--- src/rtl/stopsel_pkg.sv ---
package stopsel_pkg;

  typedef enum logic [2:0] {
    MODE_RUN       = 3'd0,
    MODE_STOP3     = 3'd1,
    MODE_STOP3_REG = 3'd2,
    MODE_STOP3_DBG = 3'd3,
    MODE_STOP2     = 3'd4
  } mode_e;

  // Priority: stop enable, then debug, then supply monitor pair, then power-down select.
  function automatic mode_e pick_mode(input logic stop_en, input logic dbg_en,
                                      input logic lvd_en, input logic lvd_stop_en,
                                      input logic pd_sel);
    mode_e m;
    if (!stop_en)                  m = MODE_RUN;
    else if (dbg_en)               m = MODE_STOP3_DBG;
    else if (lvd_en && lvd_stop_en) m = MODE_STOP3_REG;
    else if (pd_sel)               m = MODE_STOP2;
    else                           m = MODE_STOP3;
    return m;
  endfunction

endpackage

--- src/rtl/stopsel_decode.sv ---
module stopsel_decode
  import stopsel_pkg::*;
(
  input  logic  stop_en,
  input  logic  dbg_en,
  input  logic  lvd_en,
  input  logic  lvd_stop_en,
  input  logic  pd_sel,
  output mode_e sel_mode,
  output logic  sel_illegal
);
  always_comb begin
    sel_mode    = pick_mode(stop_en, dbg_en, lvd_en, lvd_stop_en, pd_sel);
    sel_illegal = !stop_en;
  end
endmodule

--- src/rtl/stopsel_wake.sv ---
module stopsel_wake
  import stopsel_pkg::*;
#(
  parameter int N_INT = 5,
  parameter int N_PIN = 8
) (
  input  mode_e            mode,
  input  logic             reset_pin,
  input  logic [N_INT-1:0] int_irq,
  input  logic [N_PIN-1:0] pin_irq,
  output logic             wake_any,
  output logic             wake_is_rst
);
  logic int_any, pin_any;

  always_comb begin
    int_any = |int_irq;
    pin_any = |pin_irq;
    wake_any    = 1'b0;
    wake_is_rst = 1'b0;
    unique case (mode)
      MODE_RUN: begin
        wake_any    = 1'b0;
        wake_is_rst = 1'b0;
      end
      MODE_STOP2: begin
        wake_any    = reset_pin | pin_any;
        wake_is_rst = 1'b1;
      end
      default: begin
        wake_any    = reset_pin | pin_any | int_any;
        wake_is_rst = reset_pin;
      end
    endcase
  end
endmodule

--- src/rtl/stopsel_gates.sv ---
module stopsel_gates
  import stopsel_pkg::*;
(
  input  mode_e mode,
  output logic  cpu_clk_en,
  output logic  dbg_clk_en,
  output logic  reg_full_en,
  output logic  analog_stop_ok,
  output logic  io_hold
);
  always_comb begin
    cpu_clk_en     = (mode == MODE_RUN);
    dbg_clk_en     = (mode == MODE_RUN) || (mode == MODE_STOP3_DBG);
    reg_full_en    = (mode == MODE_RUN) || (mode == MODE_STOP3_DBG) ||
                     (mode == MODE_STOP3_REG);
    analog_stop_ok = (mode == MODE_STOP3_REG);
    io_hold        = (mode != MODE_RUN);
  end
endmodule

--- src/rtl/stop_mode_ctrl.sv ---
module stop_mode_ctrl
  import stopsel_pkg::*;
#(
  parameter int N_INT = 5,
  parameter int N_PIN = 8
) (
  input  logic             clk,
  input  logic             rst_n,
  input  logic             stop_exec,
  input  logic             cfg_stop_en,
  input  logic             cfg_dbg_en,
  input  logic             cfg_lvd_en,
  input  logic             cfg_lvd_stop_en,
  input  logic             cfg_pd_sel,
  input  logic             reset_pin,
  input  logic [N_INT-1:0] int_irq,
  input  logic [N_PIN-1:0] pin_irq,
  output logic [2:0]       mode_o,
  output logic             cpu_clk_en,
  output logic             dbg_clk_en,
  output logic             reg_full_en,
  output logic             analog_stop_ok,
  output logic             io_hold,
  output logic             illegal_rst,
  output logic             wake_rst_vec,
  output logic             wake_irq_vec
);
  mode_e mode_q;
  mode_e sel_mode;
  logic  sel_illegal;
  logic  wake_any;
  logic  wake_is_rst;

  stopsel_decode u_dec (
    .stop_en(cfg_stop_en), .dbg_en(cfg_dbg_en), .lvd_en(cfg_lvd_en),
    .lvd_stop_en(cfg_lvd_stop_en), .pd_sel(cfg_pd_sel),
    .sel_mode(sel_mode), .sel_illegal(sel_illegal)
  );

  stopsel_wake #(.N_INT(N_INT), .N_PIN(N_PIN)) u_wake (
    .mode(mode_q), .reset_pin(reset_pin), .int_irq(int_irq), .pin_irq(pin_irq),
    .wake_any(wake_any), .wake_is_rst(wake_is_rst)
  );

  stopsel_gates u_gates (
    .mode(mode_q), .cpu_clk_en(cpu_clk_en), .dbg_clk_en(dbg_clk_en),
    .reg_full_en(reg_full_en), .analog_stop_ok(analog_stop_ok), .io_hold(io_hold)
  );

  always_ff @(posedge clk or negedge rst_n) begin
    if (!rst_n) begin
      mode_q       <= MODE_RUN;
      illegal_rst  <= 1'b0;
      wake_rst_vec <= 1'b0;
      wake_irq_vec <= 1'b0;
    end else begin
      illegal_rst  <= 1'b0;
      wake_rst_vec <= 1'b0;
      wake_irq_vec <= 1'b0;
      if (mode_q == MODE_RUN) begin
        if (stop_exec) begin
          if (sel_illegal) illegal_rst <= 1'b1;
          else             mode_q      <= sel_mode;
        end
      end else if (wake_any) begin
        mode_q       <= MODE_RUN;
        wake_rst_vec <= wake_is_rst;
        wake_irq_vec <= !wake_is_rst;
      end
    end
  end

  assign mode_o = mode_q;

endmodule

--- config.mk ---
export PLATFORM = sky130hd
export DESIGN_NAME = stop_mode_ctrl
export DESIGN_NICKNAME = d
export VERILOG_FILES = /design/src/rtl/stopsel_pkg.sv /design/src/rtl/stopsel_decode.sv /design/src/rtl/stopsel_wake.sv /design/src/rtl/stopsel_gates.sv /design/src/rtl/stop_mode_ctrl.sv
export SDC_FILE = /design/constraint.sdc
export NUM_CORES = 1
export LEC_CHECK = 0
export ABC_AREA = 1
export BUFFER_PORTS_ARGS = -buffer_cell sky130_fd_sc_hd__clkbuf_2
export CORE_AREA = 2 2 39 41
export CTS_BUF_LIST = sky130_fd_sc_hd__clkbuf_8
export CTS_CLUSTER_DIAMETER = 150
export DETAILED_ROUTE_END_ITERATION = 6
export DIE_AREA = 0 0 41 43
export PLACE_DENSITY = 0.61
export SYNTH_ARGS = -nofsm -noshare
export SYNTH_HDL_FRONTEND = slang
export SYNTH_SLANG_ARGS = --single-unit
export TNS_END_PERCENT = 5
--- constraint.sdc ---
create_clock -name clk -period 1.7 [get_ports clk]
set_input_delay 0.17 -clock clk [delete_from_list [all_inputs] [get_ports clk]]
set_output_delay 0.17 -clock clk [all_outputs]
set_load 0.01 [all_outputs]
==> results, run 1 <==
- The most frequent cell on the critical path is sky130_fd_sc_hd__inv_4.
- The number of DRC violations after detailed-routing iteration 0 is 4.
- The total of flip-flops plus latches after synthesis is 6.
- The total power after layout is 1.08 mW.
- The die is around 40 µm wide.
- The share of total power dissipated in sequential elements is 0.243.
- The Yosys step of the flow raised 0 warnings.
- The number of optimization iterations in the first detailed-route pass is 4.
- Entering global routing, the biggest net connects 7 pins.
- In the final layout, the share of cells above drive strength 1 is 0.477.
- Of the available clock period, the critical path in the final layout requires 0.810.
- The placer congestion estimate is roughly 0.70.
- The worst stage delay on the critical path is 430 ps.
- The number of global-route vias before repair is roughly 380.
- After detailed routing, the number of remaining DRC violations is 0.
- The global-route congestion overflow total is 0.
- The hold-fix buffer count after cts is 1.
- Leaving out fill and tap cells, the most frequent cell in the layout is sky130_fd_sc_hd__clkbuf_2.
- The post-route worst hold slack is 145 ps.
- The run finished with clean final reports.
- The via count is 431.
- After detailed routing, the average wire length per cell comes to 9.58 µm.
- The proportion of netlist area held by the largest area contributor is 0.390.
- The worst endpoint data arrival time is 1210 ps.
- The internal power contribution is 586 µW.
- A synthesized cell averages slightly below 8 µm².
- The path category of the worst min-delay check is input pin to flip-flop.
- The row count is 14.
- The number of clock buffers added by TritonCTS is 3.
- Clock-pin slew was measured on the worst setup and hold paths at around 40 ps.
- Headroom to the max-slew limit came out at 0.775.
- The share of synthesized area occupied by flip-flops and latches is 0.390.
- The number of buffers and inverters on the critical path is 3.
- The starting density of the core is 0.278.
- The sequential standard cell area is between 150 and 200 µm².
- For the worst-skew pair, the clock arrives at the later sink with an insertion delay of about 230 ps.
- The floorplan step set the die height to 43 µm.
- The detail route stage leaves a number of antenna-violating nets equal to 0.
- The required time at the worst-slack endpoint is 1530 ps.
- The cell area after synthesis is between 300 and 400 µm².
- TritonCTS built the clock tree.
- Buffers added to address setup during post-CTS repair amount to 0.
- The kind of cell adding the most delay to the critical path is flip-flops.
- The count of final max-slew check failures is 0.
- Summed over all failing endpoints, the final setup total negative slack is 0 ps.
- The post-cts resize count is 0.
- Of the total power, the clock network draws 0.209.
- Compared with the post-synthesis result, the final layout area differs by 60.1%.
- OpenSTA, run right after detailed placement, puts the worst setup slack at roughly 500 ps.
- Clock skew on the completed layout was measured at around 1.2 ps.
- The first-pass GRT wire length is approximately 1500 µm.
- The synthesized netlist net count is just over 70.
- The layout has between 150 and 200 filler cells.
- The leakage power figure is 0.352 nW.
- The clock net in this run drives a total of 6 sinks.
- Power spread over the standard cell area amounts to between 1500 and 2000 nW/µm².
- The nature of the critical path endpoint is a primary output.
- The largest fanout on the critical path is 5.
- The slowest stage of the critical path belongs to the cell sky130_fd_sc_hd__dfrtp_1.
- The cell taking the most area after synthesis is sky130_fd_sc_hd__dfrtp_1.
- The worst path needs roughly 1400 ps of the cycle, external delays included.
- 0 antenna diodes ended up in the layout.
- The hold violation count in the final report came to 0.
- The master cell of the clock root buffer is sky130_fd_sc_hd__clkbuf_8.
- The worst-case IR drop observed on VDD is about 620 µV.
- In the routed layout, each cell is associated on average with a via count of 4.23.
- No sink is reached through more buffers than the 2 on the longest clock path.
- The H-tree level count is 1.
- The total of buffers placed on input and output ports is 32.
- Setup violations remaining at the end of the flow were counted as 0.
- The floorplan core area is around 1400 µm².
- The number of nets in the final layout is 110.
- The cell count after synthesis is 50.
- The final core area utilization is 0.446.
- The total wirelength of the detailed-routed design is about 980 µm.
- The number of antenna violations at the first check in global routing was 0.
- The setup slack after layout is approximately 320 ps.
- The overall fraction of global-route tracks in use is 0.134.
- The half-perimeter wire length of the detailed placement result is ~830 µm.
- For the pin with the worst max-slew slack, the measured transition is around 340 ps.
- Max-cap violations in this run came to 0.
- Based on the critical path, the design can be clocked at up to 0.726 GHz.
- Setup repair after global routing left no endpoint under its margin.
- The critical path goes through nor2_4 > inv_4 > nor2_8 > inv_4 > clkbuf_2.
- The worst setup path category is flip-flop to primary output.
- The number of primary I/O pins is 33.
- In the layout the commonest cells are sky130_fd_sc_hd__clkbuf_2, sky130_fd_sc_hd__nand2_1, sky130_fd_sc_hd__nor2_1.
- The part of the power in combinational logic is 0.548.
- The combined area of the multi-input logic cells is approximately 210 µm².
- Of the total power, the share spent switching nets is 0.455.
- The full die area is 1760 µm².
- After synthesis, the cell types taking the most area are sky130_fd_sc_hd__dfrtp_1, sky130_fd_sc_hd__nand2_1, sky130_fd_sc_hd__nor2_1, sky130_fd_sc_hd__nand3_1, sky130_fd_sc_hd__nor2_8.
- For this design the total switching power over the nets is 490 µW.
- Counting distinct cell types in the post-synthesis netlist gives 16.
- STA classifies the critical path startpoint as a flip-flop.
## cells by family after synthesis
family          Yosys count  share of synthesized area
buf+inv                   5                     0.0617
compound gates            5                     0.0714
simple gates             34                      0.477
flops                     6                      0.390
## per-stage QoR
stage	instance area (µm²)	std cells
global route	617	102
detailed placement	566	98
CTS	617	102
finish	617	102
global placement	566	98
floorplan	385	50
## path summary, 6_finish.rpt
kind	slack [ps]	to	cells past startpoint	startpoint
worst max register to register	510	mode_o[2]	8	mode_o[1]
max in group asynchronous	1240	illegal_rst	2	rst_n
worst min-delay path	140	wake_irq_vec	2	reset_pin
worst min register to register	630	mode_o[1]	2	mode_o[1]
min in group asynchronous	300	wake_irq_vec	2	rst_n
worst max-delay path	320	io_hold	5	mode_o[1]
## metal layers
metal,global-route usage,share of wire,vias up
met5,0,0,-
li1,-,-,233
met1,0.130,0.38,181
met2,0.216,0.54,15
met4,0.100,0.018,0
met3,0.0471,0.061,2
## state kept, by name (all words and copies together), names as in the netlist
| register | count |
|---|---|
| mode_o | 3 |
| wake_rst_vec | 1 |
| illegal_rst | 1 |
| wake_irq_vec | 1 |
## power groups by stage
stage	Sequential, mW	Combinational [mW]	Clock [mW]
after floorplan	0.281	0.367	0
after global placement	0.261	0.593	0
after detailed placement	0.264	0.603	0
after CTS	0.262	0.605	0.228
after global routing	0.274	0.655	0.237
final	0.262	0.590	0.225
## layout make-up
cell class,instances,share of cell area
inverter,5,0.0385
multi-input combinational,39,0.343
tap,16,0.0325
sequential,6,0.243
timing repair buffer,33,0.276
clock buffer,3,0.0669
## synth_stat cells (all sizes together)
master / count
inv: 4
clkinv: 1
a21o: 1
o21ai: 1
nand3b: 1
dfrtp: 6
nor3: 2
nor2: 13
nand3: 5
nand2: 13
a21oi: 3
Power figures use the tool's default switching activity.
==> run 2: changes to the inputs <==
--- a/config.mk
+++ b/config.mk
@@ -5,14 +5,14 @@
 export SDC_FILE = /design/constraint.sdc
 export NUM_CORES = 1
 export LEC_CHECK = 0
-export ABC_AREA = 1
+export ABC_AREA = 0
 export BUFFER_PORTS_ARGS = -buffer_cell sky130_fd_sc_hd__clkbuf_2
 export CORE_AREA = 2 2 39 41
 export CTS_BUF_LIST = sky130_fd_sc_hd__clkbuf_8
 export CTS_CLUSTER_DIAMETER = 150
 export DETAILED_ROUTE_END_ITERATION = 6
 export DIE_AREA = 0 0 41 43
-export PLACE_DENSITY = 0.61
+export PLACE_DENSITY = 0.56
 export SYNTH_ARGS = -nofsm -noshare
 export SYNTH_HDL_FRONTEND = slang
 export SYNTH_SLANG_ARGS = --single-unit
==> constraint.sdc (replaced) <==
create_clock -name clk -period 1.4 [get_ports clk]
set_input_delay 0.14 -clock clk [delete_from_list [all_inputs] [get_ports clk]]
set_output_delay 0.14 -clock clk [all_outputs]
set_load 0.01 [all_outputs]
==> results, run 2 <==
- The share of total power dissipated in combinational logic is 0.216.
- Clock tree synthesis inserted a total of 3 buffers.
- Of the total power, the share spent switching nets is 0.249.
- The primary flip-flop cell chosen by synthesis mapping is sky130_fd_sc_hd__dfrtp_1.
- The full die area is about 1800 µm².
- The clock insertion delay at the later pin of the skew report is between 200 and 250 ps.
- The total power density per cell area is roughly 1000 nW/µm².
- The number of setup violations in the final report is 0.
- Counting flops with an async set or reset pin after synthesis yields a share of 1.00.
- The cell count after placement is between 80 and 90.
- The CTS sink count is 6.
- The worst setup path is captured at a primary output.
- Ranked by total cell area, the synthesized netlist is headed by sky130_fd_sc_hd__dfrtp_1, sky130_fd_sc_hd__nor2_1, sky130_fd_sc_hd__nor3_1, sky130_fd_sc_hd__nor3_2, sky130_fd_sc_hd__o2bb2ai_1.
- The starting density of the core is 0.240.
- The synthesized area per cell is between 9 and 10 µm².
- In this run, synthesis produced a sequential element count of 6.
- The library cell used most frequently in the layout, excluding fill and tap cells, is sky130_fd_sc_hd__clkbuf_2.
- After clock tree synthesis, the clock-pin slew on the worst setup and hold paths is approximately 40 ps.
- The first global-routing pass estimated between 1000 and 1500 µm of wire.
- Summing all flip-flop and latch instances after layout gives between 150 and 200 µm².
- The sequential power share is 0.341.
- The register with the most flip-flops in the layout has 3 of them.
- After synthesis, the most frequently instantiated cells are sky130_fd_sc_hd__nor2_1, sky130_fd_sc_hd__dfrtp_1, sky130_fd_sc_hd__nor3_1.
- The slew of the pin with the lowest slew margin is about 250 ps.
- The synthesized netlist net count is 58.
- Across the VDD grid, the largest voltage drop is 464 µV.
- The height of the die is 43 µm.
- For this design the static power due to leakage is 0.305 nW.
- The library cells used most frequently in the layout, excluding fill and tap cells, are sky130_fd_sc_hd__clkbuf_2, sky130_fd_sc_hd__nor2_1, sky130_fd_sc_hd__dfrtp_1.
- The tree is rooted in a sky130_fd_sc_hd__clkbuf_8.
- The required time at the worst-slack endpoint is around 1300 ps.
- No sink is reached through more buffers than the 2 on the longest clock path.
- The floorplan has 14 rows.
- The largest fanout on the critical path is 7.
- The first routing iteration left 6 violations.
- STA classifies the critical path startpoint as a flip-flop.
- The total number of yosys warnings is 0.
- The worst setup skew after layout is 1.85 ps.
- After routing the design area is 578 µm².
- The placer congestion estimate is about 0.67.
- Of the total power, the clock network draws 0.444.
- The number of global-route vias before repair is approximately 370.
- The flow ran to the end, and the final reports show no timing, DRC or antenna violations.
- Setup repair after global routing could not meet its margin everywhere.
- The worst path needs between 1000 and 1500 ps of the cycle, external delays included.
- For the worst setup path, the data arrival time is around 1200 ps.
- At the end of the flow the core is filled with cells to 0.418.
- The cell area after synthesis is around 330 µm².
- Counting every instance in the synthesized netlist gives 36.
- Based on the critical path, the design can be clocked at up to approximately 0.74 GHz.
- The half-perimeter wire length of the detailed placement result is between 800 and 900 µm.
- The count of flip-flops with a built-in enable after synthesis is 0.
- The share of synthesized area occupied by flip-flops and latches is 0.453.
- The H-tree level count is 1.
- Dividing the detail-routed via count by the number of cells gives about 4.6.
- The hold violation count in the final report is 0.
- The number of buffers added for setup after CTS is 0.
- For this run, the total global-route usage over all layers was measured as 0.128.
- The final route contains about 410 vias.
- Internal power comes to approximately 430 µW.
- The most used standard cell by instance count after synthesis is sky130_fd_sc_hd__nor2_1.
- In this run the cell area measured after placement is between 500 and 600 µm².
- The area growth from synthesis to layout is 74.3%.
- The count of nets left with antenna violations once routing finished came out at 0.
- The TritonCTS clock tree is yes.
- The share of synthesized area in the top cell type comes to 0.453.
- Of the available clock period, the critical path in the final layout requires 0.963.
- The final standard cell count with taps included and fillers excluded is 89.
- The tightest min-delay check is of the input pin to flip-flop type.
- The power dissipated by switching net loads is ~140 µW.
- The die is 41 µm wide.
- Entering global routing, the biggest net connects 8 pins.
- The combined area of the multi-input logic cells is between 150 and 200 µm².
- The number of antenna violations at the first check in global routing is 0.
- The number of primary I/O pins is 33.
- The global-route congestion overflow total is 0.
- After detailed routing, the number of remaining DRC violations is 0.
- Dividing the detail-routed wire length by the instance count gives approximately 10 µm.
- The pre-antenna-repair detailed-routing pass consisted of 4 iterations.
- The number of nets in the final layout is 97.
- The number of fill cells is around 150.
- In this run the tool buffered the top-level ports with 32 buffer cells.
- The number of inserted diodes is 0.
- The final layout contains routed wiring with a total length of about 930 µm.
- The relative slew slack is 0.832.
- The floorplan core area is approximately 1400 µm².
- The share of post-route cells with drive strength above 1 is 0.589.
- The total of max-cap violations is 0.
- Of all cell types, the one taking the most synthesized area is sky130_fd_sc_hd__dfrtp_1.
- The number of distinct library cells after synthesis is 16.
- The worst setup path category is flip-flop to primary output.
- The count of final max-slew check failures came to 0.
## run 2: cell types whose count changed in the layout (fill, tap and decap cells not counted), moves of 2 or more
cell                        change
sky130_fd_sc_hd__nand2_1       -10
sky130_fd_sc_hd__nor2_1         -4
sky130_fd_sc_hd__inv_4          -2
sky130_fd_sc_hd__nand3_1        -2
sky130_fd_sc_hd__nor3_1         +2
sky130_fd_sc_hd__o2bb2ai_1      +2
## run 2: power by group through the flow
stage | sequential (mW) | combinational, mW | clock [mW]
final | 0.196 | 0.124 | 0.255
after global routing | 0.197 | 0.139 | 0.276
after CTS | 0.194 | 0.124 | 0.262
after detailed placement | 0.196 | 0.121 | 0
after global placement | 0.196 | 0.119 | 0
after floorplan | 0.201 | 0.0458 | 0
## run 2: path summary, 6_finish.rpt
| check | start | to | slack, ps | cells past startpoint |
|---|---|---|---|---|
| max in group asynchronous | rst_n | mode_o[0] | 940 | 2 |
| worst max-delay path | mode_o[0] | io_hold | 50 | 4 |
| worst min-delay path | cfg_stop_en | illegal_rst | 90 | 2 |
| min in group asynchronous | rst_n | mode_o[1] | 280 | 2 |
| worst min register to register | mode_o[0] | mode_o[0] | 610 | 1 |
| worst max register to register | mode_o[1] | mode_o[1] | 110 | 3 |
## run 2: through the flow
stage | setup TNS, ps | hold WS (ps) | total power, mW | worst slack (ps)
finish | 0 | 86.7 | 0.574 | 51.9
global route | -23.3 | 82.1 | 0.613 | -12.1
CTS | 0 | 85.4 | 0.580 | 9.80
detailed placement | 0 | -22.7 | 0.317 | 131
global placement | 0 | -25.4 | 0.315 | 172
floorplan | 0 | -156 | 0.247 | 147
## run 2: per-layer routing
metal | vias up | GRT usage | wire, µm
li1 | 208 | - | -
met1 | 181 | 0.137 | 378
met5 | - | 0 | 0
met4 | 0 | 0.0800 | 22
met2 | 18 | 0.188 | 432
met3 | 4 | 0.0681 | 94
## run 2: cell type report
class | count | share of cell area
tap | 16 | 0.0346
inverter | 2 | 0.0130
clock buffer | 3 | 0.0714
multi-input combinational | 28 | 0.312
timing repair buffer | 34 | 0.307
sequential | 6 | 0.262
## run 2: worst max-delay path, cell delays in order (launching register included)
cell and delay [ps]:
sky130_fd_sc_hd__dfrtp_2 450, sky130_fd_sc_hd__nor3_4 230, sky130_fd_sc_hd__buf_4 160, sky130_fd_sc_hd__inv_1 30, sky130_fd_sc_hd__clkbuf_2 110
## run 2: cells by family after synthesis
group,Yosys count,share of synthesized area
compound gates,7,0.174
buf+inv,2,0.0226
simple gates,20,0.325
flops,6,0.453
xor+xnor,1,0.0264
## run 2: what timing repair did
item                       CTS  global route
gates resized for setup      0             2
setup endpoints to repair    0             1
hold endpoints to repair     6             0
hold buffers                 1             0
